### config.mk
export PLATFORM = sky130hd
export DESIGN_NAME = emu_link
export DESIGN_NICKNAME = d
export VERILOG_FILES = /design/src/rtl/emu_link.sv
export SDC_FILE = /design/constraint.sdc
export NUM_CORES = 1
export LEC_CHECK = 0
export ABC_AREA = 1
export ABC_CLOCK_PERIOD_IN_PS = 4600
export BUFFER_PORTS_ARGS = -buffer_cell sky130_fd_sc_hd__buf_2
export CAP_MARGIN = 10
export CORE_ASPECT_RATIO = 0.7
export CORE_MARGIN = 8
export CORE_UTILIZATION = 49
export DETAILED_ROUTE_END_ITERATION = 6
export GPL_TIMING_DRIVEN = 0
export PLACE_DENSITY_LB_ADDON = 0.05
export SYNTH_ARGS = -nofsm -noshare
export SYNTH_HDL_FRONTEND = slang
export SYNTH_SLANG_ARGS = --single-unit
### constraint.sdc
create_clock -name clk -period 4.6 [get_ports clk]
set_clock_uncertainty 0.1 [all_clocks]
set_input_delay 0.46 -clock clk [delete_from_list [all_inputs] [get_ports clk]]
set_output_delay 0.46 -clock clk [all_outputs]
set_load 0.005 [all_outputs]
### src/rtl/emu_link.sv
module emu_link #(
  parameter int LINK_IDX   = 2,
  parameter int MAP_W      = 24,
  parameter int BW_W       = 8,
  parameter int BASE_DELAY = 8,
  parameter int THRESH     = 2,
  parameter int DELAY_INC  = 2,
  parameter int INIT_BW    = 160
) (
  input  logic                    clk,
  input  logic                    rst_n,
  input  logic                    clr,
  input  logic                    init_mode,
  input  logic                    in_vld,
  input  logic [MAP_W+BW_W-1:0]   in_word,
  output logic                    out_vld,
  output logic [MAP_W+BW_W-1:0]   out_word
);
  localparam int WORD_W  = MAP_W + BW_W;
  localparam int MAX_DLY = BASE_DELAY + DELAY_INC;
  localparam int DEPTH   = (MAX_DLY < 2) ? 2 : MAX_DLY;
  localparam int PW      = $clog2(DEPTH);
  localparam int DW      = $clog2(MAX_DLY + 1);
  localparam int TS_W    = $clog2(MAX_DLY + 1) + 1;
  localparam int CNT_W   = $clog2(THRESH + 1);

  logic [WORD_W-1:0] word_q [DEPTH];
  logic [TS_W-1:0]   dep_q  [DEPTH];
  logic [PW-1:0]     wr_ptr, rd_ptr;
  logic [PW:0]       fill;
  logic [TS_W-1:0]   now;
  logic [DW-1:0]     cur_dly;
  logic [CNT_W-1:0]  cnt;
  logic [BW_W-1:0]   rem_bw;

  wire              own    = in_word[LINK_IDX-1];
  wire              acc    = in_vld && (init_mode || !own);
  wire              fwd    = in_vld && !init_mode && !own;
  wire [BW_W-1:0]   in_bw  = in_word[WORD_W-1:MAP_W];
  wire [BW_W-1:0]   lo_bw  = (in_bw > rem_bw) ? rem_bw : in_bw;
  wire [MAP_W-1:0]  mask   = MAP_W'(1) << (LINK_IDX - 1);
  wire [WORD_W-1:0] stamped = {lo_bw, in_word[MAP_W-1:0] | mask};
  wire              due    = (fill != '0) && (dep_q[rd_ptr] == now);

  function automatic logic [PW-1:0] step(input logic [PW-1:0] p);
    return (p == PW'(DEPTH - 1)) ? '0 : p + 1'b1;
  endfunction

  always_ff @(posedge clk) begin
    if (fwd) begin
      word_q[wr_ptr] <= stamped;
      dep_q[wr_ptr]  <= now + TS_W'(cur_dly);
    end
  end

  always_ff @(posedge clk) begin
    if (!rst_n) begin
      now      <= '0;
      wr_ptr   <= '0;
      rd_ptr   <= '0;
      fill     <= '0;
      out_vld  <= 1'b0;
      out_word <= '0;
    end else begin
      now     <= now + 1'b1;
      out_vld <= due;
      if (due) out_word <= word_q[rd_ptr];
      if (fwd) wr_ptr <= step(wr_ptr);
      if (due) rd_ptr <= step(rd_ptr);
      case ({fwd, due})
        2'b10:   fill <= fill + 1'b1;
        2'b01:   fill <= fill - 1'b1;
        default: fill <= fill;
      endcase
    end
  end

  always_ff @(posedge clk) begin
    if (!rst_n || clr) begin
      cnt     <= '0;
      cur_dly <= DW'(BASE_DELAY);
      rem_bw  <= BW_W'(INIT_BW);
    end else begin
      if (acc && cnt < CNT_W'(THRESH)) begin
        cnt <= cnt + 1'b1;
        if (cnt == CNT_W'(THRESH - 1)) cur_dly <= cur_dly + DW'(DELAY_INC);
      end
      if (in_vld && init_mode)
        rem_bw <= (in_bw >= rem_bw) ? '0 : rem_bw - in_bw;
    end
  end
endmodule

# [Yosys cells after proc, flatten, opt, wreduce, memory -nomap -nowiden]
# Memory sizes are Yosys's and may differ from the RTL's. A register that Yosys moved wholly into a read port is not among the register bits.
# Cells that the tools add are included.
# Widths: inputs -> output; s select.
[word_totals] reg_bits=65 ramBits=360 inputBits=37 output_inout_bits=33 elab_cells=53 mem_count=2
[classes] addsub=9 order_cmp=3 n_eq_ne=6 muxes=9 reduce_logical=15
[memory_table] memory="word_q" words=10 word_bits=31 rd=1 rd_ports_with_merged_regs=1 write_ports=1 line_no="27" rtl="logic [WORD_W-1:0] word_q [DEPTH];"
[memory_table] memory="dep_q" words=10 word_bits=5 rd=1 rd_ports_with_merged_regs=1 write_ports=1 line_no="28" rtl="logic [TS_W-1:0] dep_q [DEPTH];"
[ops] operator="$mux 4" count=4
[ops] operator="$mux 8" count=2
[ops] operator="$add 5x1->5 const B" count=2
[ops] operator="$pmux 5 s2" count=1
[ops] operator="$add 4x1->4 const B" count=2
[ops] operator="$eq 4x4->1 const B" count=2
[ops] operator="$ge 8x8->1" count=1
[ops] operator="$gt 8x8->1" count=1
[ops] operator="$sub 8x8->8" count=1
[ops] operator="$logic_and 1x1->1" count=6
[ops] operator="$add 5x4->5" count=1
[ops] operator="$eq 5x5->1" count=1
[ops] operator="$reduce_bool 5->1" count=1
[ops] operator="$sub 5x1->5 const B" count=1
[ops] operator="$add 4x2->4 const B" count=1
[ops] operator="$eq 2x1->1 const B" count=2
[ops] operator="$logic_not 1->1" count=4
[ops] operator="$add 2x1->2 const B" count=1
[ops] operator="$eq 2x2->1 const B" count=1
[ops] operator="$logic_or 1x1->1" count=2
[ops] operator="$lt 2x2->1 const B" count=1
[ops] operator="$mux 1" count=2
[ops] operator="$reduce_and 2->1" count=1
[ops] operator="$reduce_bool 2->1" count=1

# [Depth between registers and ports, before layout]
[depth] word_depth=5 mapped_depth=26

# [Least setup slack after synthesis]
# Ideal clock, no wire load.
[synth_timing] path_kind="input to register" startpoint="input init_mode" endpoint="memory dep_q[0][0] (netlist bit), enable pin" arrival_ns=3.446 t_required_ns=4.026 path_slack_ns=0.579 cell_stages=3 path_cell_list="nor3_1 > inv_1 > nor3_1"
[synth_between] elab_chain_len=5
[synth_lines] element="start: declaration" line_no="13" rtl="input logic init_mode,"
[synth_lines] element="$logic_not 1->1" line_no="38" rtl="wire fwd = in_vld && !init_mode && !own;"
[synth_lines] element="$logic_and 1x1->1 (2 in a row)" line_no="38"
[synth_lines] element="$mux 1" line_no="50" rtl="if (fwd) begin"
[synth_lines] element="$mux 1 (implied by the code)" line_no="52" rtl="dep_q[wr_ptr] <= now + TS_W'(cur_dly);"
[synth_lines] element="end: declaration" line_no="28"
# Every way passes these cells.

==> out/metrics.csv <==
stage;metric;value;unit
status;outcome;finished clean;
synthesis;XOR/XNOR Fraction of Synth Area;0.612;%
synthesis;Cell Area, Synth;0.0172;sq mm
route;Post-DRT Antenna Nets;0;
power;maximum VDD drop;0.000337;V
placement;Final HPWL DP;31900;um
synthesis;Mapped Cells;1457;
synthesis;Synth Area in Simple Gates;11.5;%
finish;fraction of final layout cells sized beyond drive strength 1;12.0;%
placement;Placed Cells;2016;
die;Starting Density;49.6;%
sta;Min Hold Slack;0.101;ns
clock_network;quantity of hold-fixing buffers added after cts;0;
clock_network;post-CTS resize count;0;
synthesis;top cell type by total area after synthesis;edfxtp_1;
job;Max Cap Viol;0;
setup_path;sequence of cells on the critical path;buf_6 > buf_6 > nand2_1 > nand3_1 > nand3_1 > nand3_1 > nand3_1 > nand2_1 > nor2_2 > nand3_4 > buf_2 > inv_1 > ha_1 > xor2_1 > ha_1 > a21o_1 > nand2_1 > nand2_1 > a21oi_1 > nor2_1 > nor2_1 > nand2_1 > o21ai_0 > a21oi_1;
setup_path;worst path buffer plus inverter count;4;
synthesis;FFs w/ async S/R, synth;0;%
finish;Nets;1646;
sta;Fmax;0.251;GHz
sta;worst setup margin;0.618;ns
setup_path;WP data arrival;4.31;ns
setup_path;largest delay contributor family on the critical path;simple AND/OR/NAND/NOR gates;
clock_network;Post-CTS Setup Bufs;0;
sta;Worst slew margin;19.1;%
clock_network;Worst-path clk slew;0.06;ns
setup_path;startpoint types;register;
synthesis;EDFF count, synth;360;
clock_network;Root Buffer;clkbuf_16;
setup_path;max incr delay on CP;0.49;ns
setup_path;CP endpoint kind;register;
route;DR vias/cell;5.61;
sta;Final setup viols;0;
placement;Port-buffer cells;68;
synthesis;sequential share of the synthesized area;70.9;%
clock_network;clock sink count;428;
setup_path;Crit path required time;4.93;ns
synthesis;flops & latches, synth;428;
route;TritonRoute pass-1 iters;5;
synthesis;mux contribution to synthesized area;0;%
sta;Worst Max-Slew Pin Slew;1.20;ns
synthesis;ys flop type;edfxtp_1;
power;Pwr Density;399;mW/mm^2
synthesis;main combinational cell family by area after synthesis;simple AND/OR/NAND/NOR gates;
die;Boundary Pins;70;
global_route;total gr overflow;0;
sta;Final min period;3.98;ns
finish;Area Growth Syn to Fin;15.2;%
die;Die Ht;173;um
global_route;total track usage;23.5;%
finish;Final Non-Filler Cells;2096;
route;drt initial violations;1227;
clock_network;Clock Path Buffers;3;
global_route;largest net degree at the start of global routing;23;
route;Total Wirelength;49000;um
min_path;min-delay worst type;in2reg;
setup_path;Crit Path Max Fanout;10;
synthesis;Mapped Nets;1514;
route;drt drc;0;
clock_network;CTS Buf Count;43;
synthesis;Syn. warnings;0;
global_route;vias in the first global route;11149;
synthesis;complex-gate fraction of the synthesized area;10.9;%
synthesis;syn avg cell area;11.8;sq um
setup_path;Setup Crit Path Kind;reg2reg;
synthesis;top post-synthesis cells by count;360 x edfxtp_1, 219 x nor2_1, 211 x nand2_1;
placement;gp weighted congestion;0.841;
sta;final hold vios;0;
sta;RSZ-0062 raised after global routing;false;
route;via count;11753;
die;Die ar.;0.0414;sq mm
finish;Filler cells;2925;
clock_network;CTS tree;yes;
setup_path;CP max stage cell;buf_2;
route;DR WL/cell;23.4;um
die;row count;57;
die;DIE WIDTH;240;um
synthesis;Post-Synth Adder-Cell Area;1.55;%
clock_network;CTS H-tree depth;2;
sta;final slew viol count;0;
clock_network;Worst-Skew Late Latency;0.56;ns
synthesis;most frequent cell after synthesis;edfxtp_1;
global_route;antenna violations before repair;1;
die;core area;0.0346;sq mm
power;Lkg Pwr;7.23;nW
synthesis;Synth cell types;34;
synthesis;synth top area cells;edfxtp_1 63%, dfxtp_1 7.9%, o21ai_0 5.0%, nor2_1 4.8%, nand2_1 4.6%;
setup_path;most used cell, CP;nand2_1;
placement;dpl ws;0.661;ns
global_route;global-route wire length before repair;72000;um
synthesis;Synth top area share;63.0;%
sta;period utilization;86.6;%
==> per-stage QoR <==
stage	setup TNS, ns	utilization (%)	total power [mW]	cell area (sq um)
after global routing	0	57.1	8.12	19800
after CTS	0	57.1	7.93	19800
after global placement	-449.44	52.3	4.61	18100
after floorplan	0	-	4.48	17200
after detailed placement	0	53.3	4.61	18400
final	0	57.2	7.89	19800
==> routing by layer <==
layer | part of all wire (%) | vias up | track usage [%]
li1 | - | 5416 | -
met1 | 45 | 5737 | 35.0
met2 | 42 | 499 | 33.7
met3 | 9.6 | 99 | 5.70
met4 | 2.6 | 2 | 7.18
met5 | 0.029 | - | 0
==> where the power goes <==
part	internal (mW)	switching (mW)
Combinational	0.0787	0.202
Clock	1.90	1.45
Sequential	4.24	0.0165
==> cell usage in the layout (no fill, tap or decap), types with 5 or more instances in the layout <==
master | synthesis | layout
edfxtp_1 | 360 | 360
nor2_1 | 219 | 212
nand2_1 | 211 | 211
o21ai_0 | 170 | 170
inv_1 | 102 | 102
buf_2 | 18 | 86
dfxtp_1 | 68 | 68
clkbuf_1 | 41 | 55
nand3_1 | 52 | 52
clkbuf_16 | 0 | 43
a21oi_1 | 38 | 38
o211ai_1 | 34 | 34
a22oi_1 | 28 | 28
ha_1 | 18 | 18
a221oi_1 | 17 | 17
buf_6 | 7 | 14
o2111ai_1 | 14 | 14
o21ai_1 | 11 | 11
clkinv_1 | 4 | 9
xor2_1 | 8 | 8
nor2_4 | 0 | 7
clkbuf_8 | 0 | 7
buf_12 | 0 | 7
buf_4 | 4 | 6
nor3_1 | 8 | 5
==> state kept, by name, indices dropped and copies added, names as in the netlist, named ones only <==
name / count
out_word: 32
cur_dly: 3
rem_bw: 8
word_q: 310
fill: 5
rd_ptr: 4
wr_ptr: 4
dep_q: 50
now: 5
out_vld: 1
cnt: 2
==> worst paths after layout <==
path	depth (start not counted)	slack, ns	start	to
hold reg to reg	2	0.34	out_word[1]	out_word[1]
setup / recovery	24	0.62	register	fill[4]
setup reg to reg	24	0.62	register	fill[4]
hold / removal	1	0.10	in_word[6]	word_q[7][5]
==> area by class of cell <==
class / instances / area, sq um / area share [%]
flip-flops and latches: 428 / 12200 / 61.6
multi-input cells: 848 / 4290 / 21.7
clock buffers: 64 / 1220 / 6.20
repair buffers: 87 / 619 / 3.13
well taps: 472 / 591 / 2.99
inverters: 110 / 413 / 2.09
plain buffers: 71 / 357 / 1.80
clock inverters: 14 / 103 / 0.519
diodes: 2 / 5.00 / 0.0253
==> logic make-up (layout without fill, tap and decap cells) <==
kind of cell	after synthesis	after routing
AND/OR/NAND/NOR	499	499
flip-flops	428	428
other	0	2
adder cells (fa/ha/maj)	20	20
buffers and inverters	181	346
XOR/XNOR	12	12
AO/OA/AOI/OAI	317	317
(Power assumes the default switching activity.)
